### src/rtl/bpm_pkg.sv
`timescale 1ns/1ps
package bpm_pkg;
  localparam int unsigned BP_N      = 4;
  localparam int unsigned ADDR_W    = 32;
  localparam int unsigned REG_AW    = 3;
  localparam int unsigned CTRL_ADDR = 7;
  localparam int unsigned ACC_LSB   = 16;
  localparam int unsigned ACC_STEP  = 4;

  typedef logic [1:0] acc_t;
  localparam acc_t ACC_EXEC = 2'b00;
endpackage

### src/rtl/bpm_regs.sv
`timescale 1ns/1ps
module bpm_regs
  import bpm_pkg::*;
#(
  parameter int unsigned N  = BP_N,
  parameter int unsigned AW = ADDR_W,
  parameter int unsigned RW = REG_AW
) (
  input  logic                 clk_i,
  input  logic                 rst_ni,
  input  logic                 wr_en_i,
  input  logic [RW-1:0]        wr_addr_i,
  input  logic [AW-1:0]        wr_data_i,
  output logic [N-1:0][AW-1:0] slot_addr_o,
  output logic [N-1:0]         slot_en_o,
  output logic [N-1:0][1:0]    slot_acc_o
);
  localparam logic [RW-1:0] CTRL_SEL = RW'(CTRL_ADDR);

  logic [N-1:0][AW-1:0] addr_q;
  logic [N-1:0]         loc_q, glb_q;
  logic [N-1:0][1:0]    acc_q;

  for (genvar n = 0; n < N; n++) begin : g_slot
    localparam logic [RW-1:0] SEL = RW'(n);

    always_ff @(posedge clk_i or negedge rst_ni) begin
      if (!rst_ni) begin
        addr_q[n] <= '0;
        loc_q[n]  <= 1'b0;
        glb_q[n]  <= 1'b0;
        acc_q[n]  <= '0;
      end else if (wr_en_i) begin
        if (wr_addr_i == SEL) addr_q[n] <= wr_data_i;
        if (wr_addr_i == CTRL_SEL) begin
          loc_q[n] <= wr_data_i[2*n];
          glb_q[n] <= wr_data_i[2*n+1];
          acc_q[n] <= wr_data_i[ACC_LSB+ACC_STEP*n +: 2];
        end
      end
    end

    assign slot_addr_o[n] = addr_q[n];
    assign slot_en_o[n]   = loc_q[n] | glb_q[n];
    assign slot_acc_o[n]  = acc_q[n];

    // writes to the unmapped window leave the slot untouched
    AST_UNMAPPED_WRITE: assert property (@(posedge clk_i) disable iff (!rst_ni)
      (wr_en_i && wr_addr_i != SEL && wr_addr_i != CTRL_SEL)
      |=> ($stable(addr_q[n]) && $stable(slot_en_o[n]) && $stable(acc_q[n])));
  end
endmodule

### src/rtl/bpm_slot.sv
`timescale 1ns/1ps
module bpm_slot
  import bpm_pkg::*;
#(
  parameter int unsigned AW = ADDR_W
) (
  input  logic          en_i,
  input  logic [1:0]    acc_i,
  input  logic [AW-1:0] addr_i,
  input  logic          fetch_valid_i,
  input  logic [AW-1:0] fetch_addr_i,
  output logic          hit_o
);
  logic exec_armed;

  // gating is applied before the compare result leaves the slot
  assign exec_armed = en_i && (acc_i == ACC_EXEC);
  assign hit_o      = fetch_valid_i && exec_armed && (addr_i == fetch_addr_i);
endmodule

### src/rtl/bpm_report.sv
`timescale 1ns/1ps
module bpm_report #(
  parameter int unsigned N = 4
) (
  input  logic         clk_i,
  input  logic         rst_ni,
  input  logic [N-1:0] hit_i,
  input  logic         clr_i,
  output logic         fault_o,
  output logic [N-1:0] status_o
);
  logic         fault_q;
  logic [N-1:0] status_q;

  always_ff @(posedge clk_i or negedge rst_ni) begin
    if (!rst_ni) begin
      fault_q  <= 1'b0;
      status_q <= '0;
    end else begin
      fault_q <= |hit_i;
      if (|hit_i)     status_q <= hit_i; // new hit wins over clear
      else if (clr_i) status_q <= '0;
    end
  end

  assign fault_o  = fault_q;
  assign status_o = status_q;

  AST_FAULT_NAMES_SLOT: assert property (@(posedge clk_i) disable iff (!rst_ni)
    fault_o |-> (status_o != '0));
  AST_CLEAR_EMPTIES: assert property (@(posedge clk_i) disable iff (!rst_ni)
    (clr_i && hit_i == '0) |=> (status_o == '0));
  AST_STATUS_HOLDS: assert property (@(posedge clk_i) disable iff (!rst_ni)
    (!clr_i && hit_i == '0) |=> ($stable(status_o) && !fault_o));
  AST_HIT_BEATS_CLEAR: assert property (@(posedge clk_i) disable iff (!rst_ni)
    (clr_i && hit_i != '0) |=> (fault_o && status_o != '0));
endmodule

### src/rtl/bp_match_unit.sv
`timescale 1ns/1ps
module bp_match_unit
  import bpm_pkg::*;
#(
  parameter int unsigned N  = BP_N,
  parameter int unsigned AW = ADDR_W,
  parameter int unsigned RW = REG_AW
) (
  input  logic          clk_i,
  input  logic          rst_ni,
  input  logic          wr_en_i,
  input  logic [RW-1:0] wr_addr_i,
  input  logic [AW-1:0] wr_data_i,
  input  logic          fetch_valid_i,
  input  logic [AW-1:0] fetch_addr_i,
  input  logic          fetch_pf_i,
  input  logic          clr_i,
  output logic          bp_fault_o,
  output logic [N-1:0]  bp_status_o
);
  logic [N-1:0][AW-1:0] slot_addr;
  logic [N-1:0]         slot_en;
  logic [N-1:0][1:0]    slot_acc;
  logic [N-1:0]         hit;

  bpm_regs #(.N(N), .AW(AW), .RW(RW)) u_regs (
    .clk_i       (clk_i),
    .rst_ni      (rst_ni),
    .wr_en_i     (wr_en_i),
    .wr_addr_i   (wr_addr_i),
    .wr_data_i   (wr_data_i),
    .slot_addr_o (slot_addr),
    .slot_en_o   (slot_en),
    .slot_acc_o  (slot_acc)
  );

  for (genvar n = 0; n < N; n++) begin : g_cmp
    bpm_slot #(.AW(AW)) u_slot (
      .en_i          (slot_en[n]),
      .acc_i         (slot_acc[n]),
      .addr_i        (slot_addr[n]),
      .fetch_valid_i (fetch_valid_i),
      .fetch_addr_i  (fetch_addr_i),
      .hit_o         (hit[n])
    );

    AST_DISABLED_SILENT: assert property (@(posedge clk_i) disable iff (!rst_ni)
      (fetch_valid_i && !slot_en[n]) |=> !bp_status_o[n] || !bp_fault_o);
    AST_DATA_SLOT_SILENT: assert property (@(posedge clk_i) disable iff (!rst_ni)
      (fetch_valid_i && slot_acc[n] != ACC_EXEC) |=> !bp_status_o[n] || !bp_fault_o);
  end

  bpm_report #(.N(N)) u_report (
    .clk_i    (clk_i),
    .rst_ni   (rst_ni),
    .hit_i    (hit),
    .clr_i    (clr_i),
    .fault_o  (bp_fault_o),
    .status_o (bp_status_o)
  );

  AST_PF_NO_BYPASS: assert property (@(posedge clk_i) disable iff (!rst_ni)
    (fetch_valid_i && fetch_pf_i && slot_en == '0) |=> !bp_fault_o);
  AST_IDLE_NO_FAULT: assert property (@(posedge clk_i) disable iff (!rst_ni)
    !fetch_valid_i |=> !bp_fault_o);
endmodule

### config.mk
export PLATFORM = sky130hd
export DESIGN_NAME = bp_match_unit
export DESIGN_NICKNAME = d
export VERILOG_FILES = /design/src/rtl/bpm_pkg.sv /design/src/rtl/bpm_regs.sv /design/src/rtl/bpm_slot.sv /design/src/rtl/bpm_report.sv /design/src/rtl/bp_match_unit.sv
export SDC_FILE = /design/constraint.sdc
export NUM_CORES = 1
export LEC_CHECK = 0
export BUFFER_PORTS_ARGS = -buffer_cell sky130_fd_sc_hd__buf_2
export CAP_MARGIN = 20
export CELL_PAD_IN_SITES_DETAIL_PLACEMENT = 1
export CELL_PAD_IN_SITES_GLOBAL_PLACEMENT = 2
export CORE_MARGIN = 10
export CORE_UTILIZATION = 30
export CTS_BUF_LIST = sky130_fd_sc_hd__clkbuf_16
export CTS_CLUSTER_SIZE = 8
export DETAILED_ROUTE_END_ITERATION = 7
export PLACE_DENSITY_LB_ADDON = 0.1
export SETUP_SLACK_MARGIN = 0.4
export SLEW_MARGIN = 20
export SYNTH_ARGS = -nofsm -noshare
export SYNTH_HDL_FRONTEND = slang
export SYNTH_SLANG_ARGS = --single-unit
### constraint.sdc
create_clock -name clk_i -period 2.7 [get_ports clk_i]
set_input_delay 0.27 -clock clk_i [delete_from_list [all_inputs] [get_ports clk_i]]
set_output_delay 0.27 -clock clk_i [all_outputs]
set_load 0.005 [all_outputs]
==> impl_metrics.csv, run 1 <==
group,metric,value,unit
hold_path,hold_class,"in -> reg",
timing,relSlewSlack,0.5154,
floorplanning,rows,55,
timing,fin_crit_sh,0.7980,
grt,grt_pass1_vias,5020,
grt,grt_start_max_net_pins,63,
grt,grt_pass1_wl,31860,um
logic_synthesis,ys_ff_latch,149,
finish,final_core_util,0.3723,
worst_setup_path,critPathBufInv,0,
timing,final_hold_viol_count,0,
finish,nets,671,
pwr,combPwrFrac,0.186,
logic_synthesis,synth_fa_ha_area_frac,0,
logic_synthesis,synth-simple-area-share,0.05797,
worst_setup_path,max_stage_delay,0.64,ns
pwr,p_clk_frac,0.369,
worst_setup_path,path_class,"reg -> reg",
logic_synthesis,synthMostInstantiatedCell,"dfrtp_1",
timing,skew,0.004160,ns
worst_setup_path,endpoint_kind,"flip-flop",
clock_tree,htreeDepth,4,
clock_tree,clkSinkCount,149,
place,globalplace.congestion,0.7462,
worst_setup_path,slowest_stage,"nor4_1",
logic_synthesis,ys.flop_type,"dfrtp_1",
logic_synthesis,synth_top_family_by_area,"multiplexers",
floorplanning,ios,78,
drt,wirelength,21020,um
logic_synthesis,synth_top_area_share,0.5332,
drt,wl_per_cell,22.74,um
finish,fill_cells,2370,
worst_setup_path,cp.required,3.00,ns
place,dp_hpwl,15370,um
timing,timing.fmax,464.1,MHz
pwr,internal_power,4894,uW
logic_synthesis,synthMuxAreaShare,0.2319,
finish,drive_gt1_frac,0.4354,
worst_setup_path,path_cells,"xor2_1 -> nor4_1 -> nand4_1 -> or3_4 -> nand3b_1 -> o21ai_1",
clock_tree,clk_path_buf_depth,2,
clock_tree,cts_root_buffer,"clkbuf_16",
finish,instances_no_fill,924,
timing,drv_slew,0,
logic_synthesis,syn-num-nets,576,
place,dp_slack,0.4899,ns
grt,antenna_found_initial,0,
drt,drc,0,
finish,areaGrowthSynthToFinish,21.26,%
clock_tree,cts_made_buffers,17,
logic_synthesis,synth_edf_count,0,
logic_synthesis,synthArstFlopShare,1.000,
floorplanning,die_area,29820,um2
pwr,swShare,0.2800,
pwr,p_leak,0.003732,uW
logic_synthesis,synth_compound_gate_area_share,0.007873,
drt,vias,4302,
drt,drtPass1Iterations,4,
finish,stdcell_area,8479,um2
timing,layout_min_cycle_time,2.154,ns
flow_run,maxCapViolations,0,
logic_synthesis,synth_cell_types,19,
logic_synthesis,synth_area,6993,um2
worst_setup_path,path_delay_family,"simple AND/OR/NAND/NOR gates",
pwr,p_per_area,801.6,nW/um2
logic_synthesis,synth.largest_area_cell,"dfrtp_1",
logic_synthesis,avgSynthCellArea,13.90,um2
floorplanning,coreArea,22780,um2
finish,diodes,0,
floorplanning,die_h,172.7,um
clock_tree,cts_tree,"built",
timing,setup_slack,0.5455,ns
clock_tree,clk_pin_slew,0.06,ns
logic_synthesis,ys.warnings.count,0,
drt,ant_nets,0,
pwr,ir_worst_vdd,0.0003376,V
clock_tree,ctsResizeCount,0,
logic_synthesis,synth-seq-area-share,0.5332,
worst_setup_path,start_kind,"flip-flop",
run_status,status,"completed",
logic_synthesis,synth_cells,503,
grt,grt.total_usage,0.1432,
pwr,p_seq_frac,0.445,
worst_setup_path,critPathArrivalTime,2.46,ns
timing,finalSetupViolCount,0,
logic_synthesis,yosys-top-cells-count,"dfrtp_1, mux2_2, xor2_1, nor4_1, buf_2",
pwr,p_sw,1903,uW
drt,drt_iter0_drc,164,
logic_synthesis,synth-xor-area-share,0.1603,
logic_synthesis,synth.area.top_cells,"dfrtp_1, mux2_2, xor2_1",
timing,worst_pin_slew,0.7202,ns
place,portBuffers,76,
clock_tree,clk-insertion-delay-late,0.42,ns
place,dp_cells,891,
drt,avgViaCountPerCell,4.656,
worst_setup_path,critPathMaxFanout,4,
grt,grt.overflow.total,0,
place,placed_cell_area,7856,um2
timing,rsz0062_at_grt,"false",
timing,fin_setup_tns,0,ns
floorplanning,dieWidth,172.7,um
floorplanning,start_util,0.3070,
[worst paths after layout]
check	startpoint	slack, ns	to	cells past startpoint
max	u_regs.slot_addr_o[33]	0.55	u_report.status_o[0]	6
min	wr_data_i[12]	0.12	u_regs.slot_addr_o[44]	2
max reg2reg	u_regs.slot_addr_o[33]	0.55	u_report.status_o[0]	6
min reg2reg	u_regs.slot_acc_o[2]	0.50	u_regs.slot_acc_o[2]	1
max in group asynchronous	rst_ni	1.53	u_regs.slot_addr_o[80]	3
min in group asynchronous	rst_ni	0.42	u_regs.slot_addr_o[127]	2
[per-layer routing]
| metal | wire (um) | global-route usage | vias to the layer above | part of all wire |
|---|---|---|---|---|
| li1 | - | - | 1978 | - |
| met1 | 10270 | 0.1885 | 2255 | 0.49 |
| met2 | 10130 | 0.2331 | 60 | 0.48 |
| met3 | 476 | 0.03115 | 9 | 0.023 |
| met4 | 148 | 0.03737 | 0 | 0.0070 |
| met5 | 0 | 0 | - | 0 |
[kinds of logic (layout without fill, tap and decap cells)]
group | Yosys count | count (layout)
buffers and inverters | 13 | 121
XOR/XNOR | 128 | 128
multiplexers | 144 | 144
AO/OA/AOI/OAI | 8 | 8
flip-flops | 149 | 149
AND/OR/NAND/NOR | 61 | 61
[metrics by stage]
stage	hold WS (ns)	total power (uW)
3_3_place_gp	0.3152	4297
5_1_grt	0.1080	7168
3_5_place_dp	0.3258	4360
6_report	0.1167	6797
2_1_floorplan	-0.02559	3778
4_1_cts	0.09853	6904
[layout make-up]
type	instances	area (um2)	area share
clock inverter	15	187.7	0.02213
timing repair buffer	89	524.3	0.06183
clock buffer	17	425.4	0.05017
sequential	149	3729	0.4397
tap	313	391.6	0.04619
multi-input combinational	341	3222	0.3800
[timing repair]
action | in CTS | in global routing
hold endpoints to repair | 60 | 0
hold buffers | 1 | 0
buffers inserted | 0 | 0
[sequential cells by signal (all words and copies together), names as in the netlist]
name	cells
u_regs.slot_acc_o	8
u_report.fault_o	1
u_regs.glb_q	4
u_report.status_o	4
u_regs.slot_addr_o	128
u_regs.loc_q	4
[power by group through the flow]
stage | Sequential (uW) | Combinational, uW | Clock (uW)
6_report | 3020 | 1270 | 2510
5_1_grt | 3090 | 1390 | 2690
4_1_cts | 3030 | 1300 | 2570
3_5_place_dp | 3070 | 1290 | 0
3_3_place_gp | 3040 | 1260 | 0
2_1_floorplan | 2980 | 794 | 0
[layout by cell type (no fill, tap or decap), drive strengths merged]
| cell | count |
|---|---|
| dfrtp | 149 |
| mux2 | 144 |
| xor2 | 128 |
| buf | 88 |
| nor4 | 32 |
| clkbuf | 17 |
| clkinv | 7 |
| nand4 | 6 |
| nor2 | 4 |
| o2111ai | 4 |
| nand3 | 4 |
| or3 | 4 |
| nand3b | 4 |
| o21ai | 4 |
| bufinv | 4 |
| nor3b | 2 |
| nand2 | 2 |
| clkinvlp | 2 |
| inv | 2 |
| nand2b | 1 |
| nor3 | 1 |
| nand4b | 1 |
| dlygate4sd3 | 1 |
No activity file was read; power rests on OpenSTA's default activity.
==> inputs of run 2 (changes only) <==
==> constraint.sdc (replaced) <==
create_clock -name clk_i -period 2.09 [get_ports clk_i]
set_input_delay 0.209 -clock clk_i [delete_from_list [all_inputs] [get_ports clk_i]]
set_output_delay 0.209 -clock clk_i [all_outputs]
set_load 0.005 [all_outputs]
==> run 2 against run 1 <==
  * Sequential power increased by 29%
  * Flip-flop and latch count unchanged
  * Cell count increased by 0.97%
==> impl_metrics.csv, run 2 (synthesis results as in run 1) <==
group,metric,value,unit
finish,nets,680,
clock_tree,clkSinkCount,149,
worst_setup_path,worstSetupStartpoint,"u_regs.slot_addr_o[85]",
timing,fin_setup_tns,0,ns
grt,grt_pass1_wl,32340,um
worst_setup_path,critPathMaxFanout,4,
clock_tree,clk_path_buf_depth,2,
finish,drive_gt1_frac,0.4581,
timing,layout_min_cycle_time,1.929,ns
drt,vias,4391,
worst_setup_path,endpoint_kind,"flip-flop",
flow_run,maxCapViolations,0,
run_status,status,"completed",
finish,diodes,0,
pwr,p_per_area,979.2,nW/um2
finish,largest_register_ffs,128,
clock_tree,clk-insertion-delay-late,0.42,ns
worst_setup_path,path_cells,"xor2_2 -> nor4_4 -> buf_4 -> o2111ai_2 -> or3_4 -> nand3b_1 -> o21ai_1",
worst_setup_path,path_class,"reg -> reg",
place,globalplace.congestion,0.7372,
finish,layout_commonest_cell,"dfrtp_1",
clock_tree,cts_made_buffers,17,
clock_tree,clk_pin_slew,0.06,ns
worst_setup_path,slowest_stage,"or3_4",
worst_setup_path,start_kind,"flip-flop",
worst_setup_path,critPathBufInv,1,
worst_setup_path,path_delay_family,"simple AND/OR/NAND/NOR gates",
clock_tree,cts_root_buffer,"clkbuf_16",
drt,avgViaCountPerCell,4.706,
timing,setup_slack,0.1610,ns
floorplanning,rows,55,
pwr,ir_worst_vdd,0.0005083,V
grt,grt.total_usage,0.1447,
finish,areaGrowthSynthToFinish,22.22,%
worst_setup_path,max_stage_delay,0.45,ns
timing,skew,0.006209,ns
grt,antenna_found_initial,0,
pwr,total_power,8370,uW
floorplanning,die_area,29820,um2
place,dp_hpwl,15560,um
grt,grt_start_max_net_pins,50,
clock_tree,htreeDepth,4,
clock_tree,post_cts_buffers,0,
grt,grt.overflow.total,0,
timing,whs,0.05450,ns
drt,wl_per_cell,22.80,um
timing,drv_slew,0,
floorplanning,die_h,172.7,um
drt,drt_iter0_drc,174,
timing,fin_crit_sh,0.9230,
floorplanning,coreArea,22780,um2
timing,finalSetupViolCount,0,
drt,ant_nets,0,
clock_tree,cts_tree,"built",
timing,worst_pin_slew,0.5172,ns
timing,relSlewSlack,0.6552,
worst_setup_path,cp.required,2.39,ns
floorplanning,dieWidth,172.7,um
finish,final_cell_mix,"dfrtp_1, mux2_2, xor2_1",
floorplanning,ios,78,
drt,drc,0,
place,dp_slack,0.05447,ns
grt,grt_pass1_vias,4970,
floorplanning,start_util,0.3070,
timing,timing.fmax,518.4,MHz
drt,drtPass1Iterations,4,
timing,final_hold_viol_count,0,
timing,rsz0062_at_grt,"true",
hold_path,hold_class,"in -> reg",
drt,wirelength,21280,um
worst_setup_path,critPathArrivalTime,2.23,ns
hold_path,min_from,"wr_data_i[12]",
worst_setup_path,r2r-start,"u_regs.slot_addr_o[85]",
finish,final_core_util,0.3752,
place,portBuffers,76,
pwr,p_leak,0.003742,uW
run 2: cell count changes in the layout (fill, tap and decap cells not counted), moves of 2 or more:
| cell | previous run | this run |
|---|---|---|
| buf_4 | 9 | 16 |
| nor4_1 | 32 | 25 |
| nor4_2 | 0 | 6 |
| bufinv_16 | 4 | 0 |
| clkinvlp_4 | 2 | 5 |
| buf_12 | 3 | 5 |
run 2: routing by layer:
metal	global-route usage	part of all wire
met3	0.03420	0.030
met5	0	0
met1	0.1931	0.49
met4	0.03234	0.0063
met2	0.2326	0.48
run 2: final timing paths:
check                      slack, ns                       to  cells after the start
hold / removal                  0.05  u_regs.slot_addr_o[108]                      2
hold reg to reg                 0.51     u_regs.slot_acc_o[2]                      1
min in group asynchronous       0.31  u_regs.slot_addr_o[124]                      2
max in group asynchronous       1.02   u_regs.slot_addr_o[28]                      3
setup reg to reg                0.16     u_report.status_o[3]                      7
setup / recovery                0.16     u_report.status_o[3]                      7
run 2: final cells by class:
| type | count | area (um2) |
|---|---|---|
| tap | 313 | 391.6 |
| clock inverter | 15 | 93.84 |
| clock buffer | 17 | 425.4 |
| multi-input combinational | 341 | 3291 |
| sequential | 149 | 3729 |
| timing repair buffer | 98 | 616.8 |
| fill | 2404 | 14230 |
run 2: stage by stage:
step	cell area, um2	instances
2_1_floorplan	6993	503
3_3_place_gp	7949	900
3_5_place_dp	7949	900
4_1_cts	8518	933
5_1_grt	8547	933
6_report	8547	933
run 2: report_power, final:
group	leakage, uW	internal (uW)	switching, uW
clock network	0.000249	1500	1250
registers	0.00180	3500	404
logic	0.00170	869	846
run 2: what timing repair did:
| item | 4_1_cts | 5_1_grt |
|---|---|---|
| endpoints found under the setup margin | 5 | 5 |
| endpoints found under the hold margin | 42 | 0 |
| gates resized for setup | 7 | 4 |
| pin swaps | 6 | 6 |
| gates cloned | 0 | 0 |
| hold buffers | 1 | 0 |
==> inputs of run 3 (changes only) <==
--- a/config.mk
+++ b/config.mk
@@ -9,14 +9,16 @@
 export CAP_MARGIN = 20
 export CELL_PAD_IN_SITES_DETAIL_PLACEMENT = 1
 export CELL_PAD_IN_SITES_GLOBAL_PLACEMENT = 2
-export CORE_MARGIN = 10
+export CORE_MARGIN = 2
 export CORE_UTILIZATION = 30
 export CTS_BUF_LIST = sky130_fd_sc_hd__clkbuf_16
 export CTS_CLUSTER_SIZE = 8
 export DETAILED_ROUTE_END_ITERATION = 7
 export PLACE_DENSITY_LB_ADDON = 0.1
+export RECOVER_POWER = 100
 export SETUP_SLACK_MARGIN = 0.4
 export SLEW_MARGIN = 20
 export SYNTH_ARGS = -nofsm -noshare
 export SYNTH_HDL_FRONTEND = slang
 export SYNTH_SLANG_ARGS = --single-unit
+export TNS_END_PERCENT = 20
==> run 3 against run 2 <==
  * Global-route usage grew 3.5 points
  * Routed wire length fell by 4.9%
  * Flip-flop and latch count stayed put
  * Non-clock buffer count up 2
  * Final area shrank 0.31%
  * Clock skew is essentially flat
  * Die area fell by 18%
  * Count of clock-buffer cells in the layout did not move
  * Core utilization fell by 0.12 points
  * Hold slack better by 0.0080 ns
  * Critical path depth unchanged
  * Sequential power barely moved
  * Critical path type unchanged
  * Largest cell class unchanged
  * Largest power group unchanged
==> impl_metrics.csv, run 3 (synthesis results as in run 1) <==
group,metric,value,unit
grt,grt_pass1_wl,31520,um
finish,drive_gt1_frac,0.4403,
worst_setup_path,reg2reg_to,"u_report.status_o[3]",
timing,timing.fmax,517.2,MHz
pwr,total_power,8746,uW
clock_tree,clk_path_buf_depth,2,
hold_path,min_to,"u_regs.slot_addr_o[72]",
worst_setup_path,r2r-start,"u_regs.slot_addr_o[58]",
clock_tree,cts_root_buffer,"clkbuf_16",
worst_setup_path,cp.required,2.39,ns
worst_setup_path,path_class,"reg -> reg",
clock_tree,post_cts_buffers,0,
clock_tree,htreeDepth,4,
finish,layout_commonest_cell,"dfrtp_1",
clock_tree,clk-insertion-delay-late,0.42,ns
finish,final_cell_mix,"dfrtp_1, mux2_2, xor2_1",
timing,worst_pin_slew,1.443,ns
timing,drv_slew,0,
worst_setup_path,endpoint_kind,"flip-flop",
drt,avgViaCountPerCell,4.652,
finish,diodes,0,
grt,grt.total_usage,0.1793,
timing,fin_setup_tns,0,ns
clock_tree,clkSinkCount,149,
hold_path,hold_class,"in -> reg",
floorplanning,die_area,24550,um2
finish,nets,682,
place,portBuffers,76,
drt,drt_iter0_drc,170,
hold_path,whs_path_depth,2,
drt,ant_nets,0,
pwr,ir_worst_vdd,0.0004701,V
finish,regArea,3729,um2
timing,rsz0062_at_grt,"true",
timing,skew,0.006026,ns
timing,layout_min_cycle_time,1.934,ns
grt,antenna_found_initial,0,
floorplanning,start_util,0.3070,
worst_setup_path,critPathArrivalTime,2.24,ns
floorplanning,dieWidth,156.7,um
place,dp_hpwl,14700,um
timing,finalSetupViolCount,0,
flow_run,maxCapViolations,0,
timing,relSlewSlack,0.03823,
place,globalplace.congestion,0.7032,
grt,grt.overflow.total,0,
drt,drc,0,
drt,wirelength,20240,um
hold_path,min_from,"wr_data_i[8]",
drt,drtPass1Iterations,4,
drt,vias,4340,
run_status,status,"completed",
finish,multiInputGateArea,3259,um2
timing,fin_crit_sh,0.9252,
worst_setup_path,ff2ff_setup_slack,0.16,ns
worst_setup_path,reg2regPathDepth,7,
floorplanning,rows,55,
pwr,p_leak,0.003749,uW
clock_tree,cts_made_buffers,17,
grt,grt_start_max_net_pins,54,
pwr,p_per_area,1026,nW/um2
floorplanning,die_h,156.7,um
worst_setup_path,start_kind,"flip-flop",
floorplanning,coreArea,22780,um2
floorplanning,ios,78,
finish,fill_cells,2414,
finish,areaGrowthSynthToFinish,21.85,%
timing,final_hold_viol_count,0,
worst_setup_path,critPathMaxFanout,4,
drt,wl_per_cell,21.69,um
grt,grt_pass1_vias,4923,
finish,largest_register_ffs,128,
clock_tree,cts_tree,"built",
clock_tree,clk_pin_slew,0.06,ns
## run 3: changes by cell type in the layout (fill, tap and decap cells not counted), sizes merged
| cell | previous run | this run |
|---|---|---|
| inv | 3 | 2 |
| clkbuf | 17 | 29 |
| clkinvlp | 5 | 2 |
| buf | 97 | 87 |
| bufinv | 0 | 4 |
| clkinv | 7 | 5 |
## run 3: stage by stage
step | hold slack [ns] | instances | cell area, um2 | util | setup WS (ns)
final | 0.06246 | 933 | 8521 | 0.3741 | 0.1563
after global routing | 0.04981 | 933 | 8521 | 0.3741 | 0.04367
after CTS | 0.03960 | 933 | 8592 | 0.3772 | 0.1848
after floorplan | -0.08659 | 503 | 6993 | - | 0.5201
after global placement | 0.2056 | 902 | 7964 | 0.3496 | -0.001665
after detailed placement | 0.2071 | 902 | 7964 | 0.3496 | 0.003640
## run 3: worst max-delay path by stage
stage | startpoint | to | slack (ns) | depth (start not counted)
floorplan | u_regs.slot_addr_o[30] | u_report.status_o[2] | 0.52 | 6
global placement | u_regs.slot_addr_o[10] | u_report.status_o[2] | -0.002 | 6
detailed placement | u_regs.slot_addr_o[10] | u_report.status_o[3] | 0.004 | 6
CTS | u_regs.slot_addr_o[4] | u_report.status_o[3] | 0.18 | 6
global route | u_regs.slot_addr_o[58] | u_report.status_o[3] | 0.04 | 7
finish | u_regs.slot_addr_o[58] | u_report.status_o[3] | 0.16 | 7
## run 3: repair_timing
action,CTS,global route
pin swaps,2,3
resized for setup,4,2
endpoints found under the hold margin,48,0
endpoints found under the setup margin,5,5
hold buffers,1,0
## run 3: final cells by class
class	count	area share
repair buffers	100	0.06432
clock buffers	17	0.04993
well taps	313	0.04596
flip-flops and latches	149	0.4376
multi-input cells	341	0.3825
clock inverters	13	0.01968
## run 3: worst max-delay path, cell delays in order (launching register included)
cell and delay, ns:
dfrtp_1 0.39, xor2_1 0.18, nor4_1 0.31, clkbuf_1 0.23
nand3_1 0.12, or3_4 0.42, nand2_1 0.09, o21ai_1 0.08
## run 3: where the power goes
group	total (uW)	switching [uW]	internal [uW]	leakage (uW)
Sequential	3910	402	3500	0.00180
Clock	3160	1190	1960	0.000290
Combinational	1680	825	859	0.00166
Total	8750	2420	6320	0.00375
## run 3: metal layers
layer	share of wire	wire (um)	global-route usage
met5	0	0	0
met4	0.012	234	0.04412
met3	0.028	559	0.03462
met2	0.48	9693	0.2880
met1	0.48	9746	0.2493
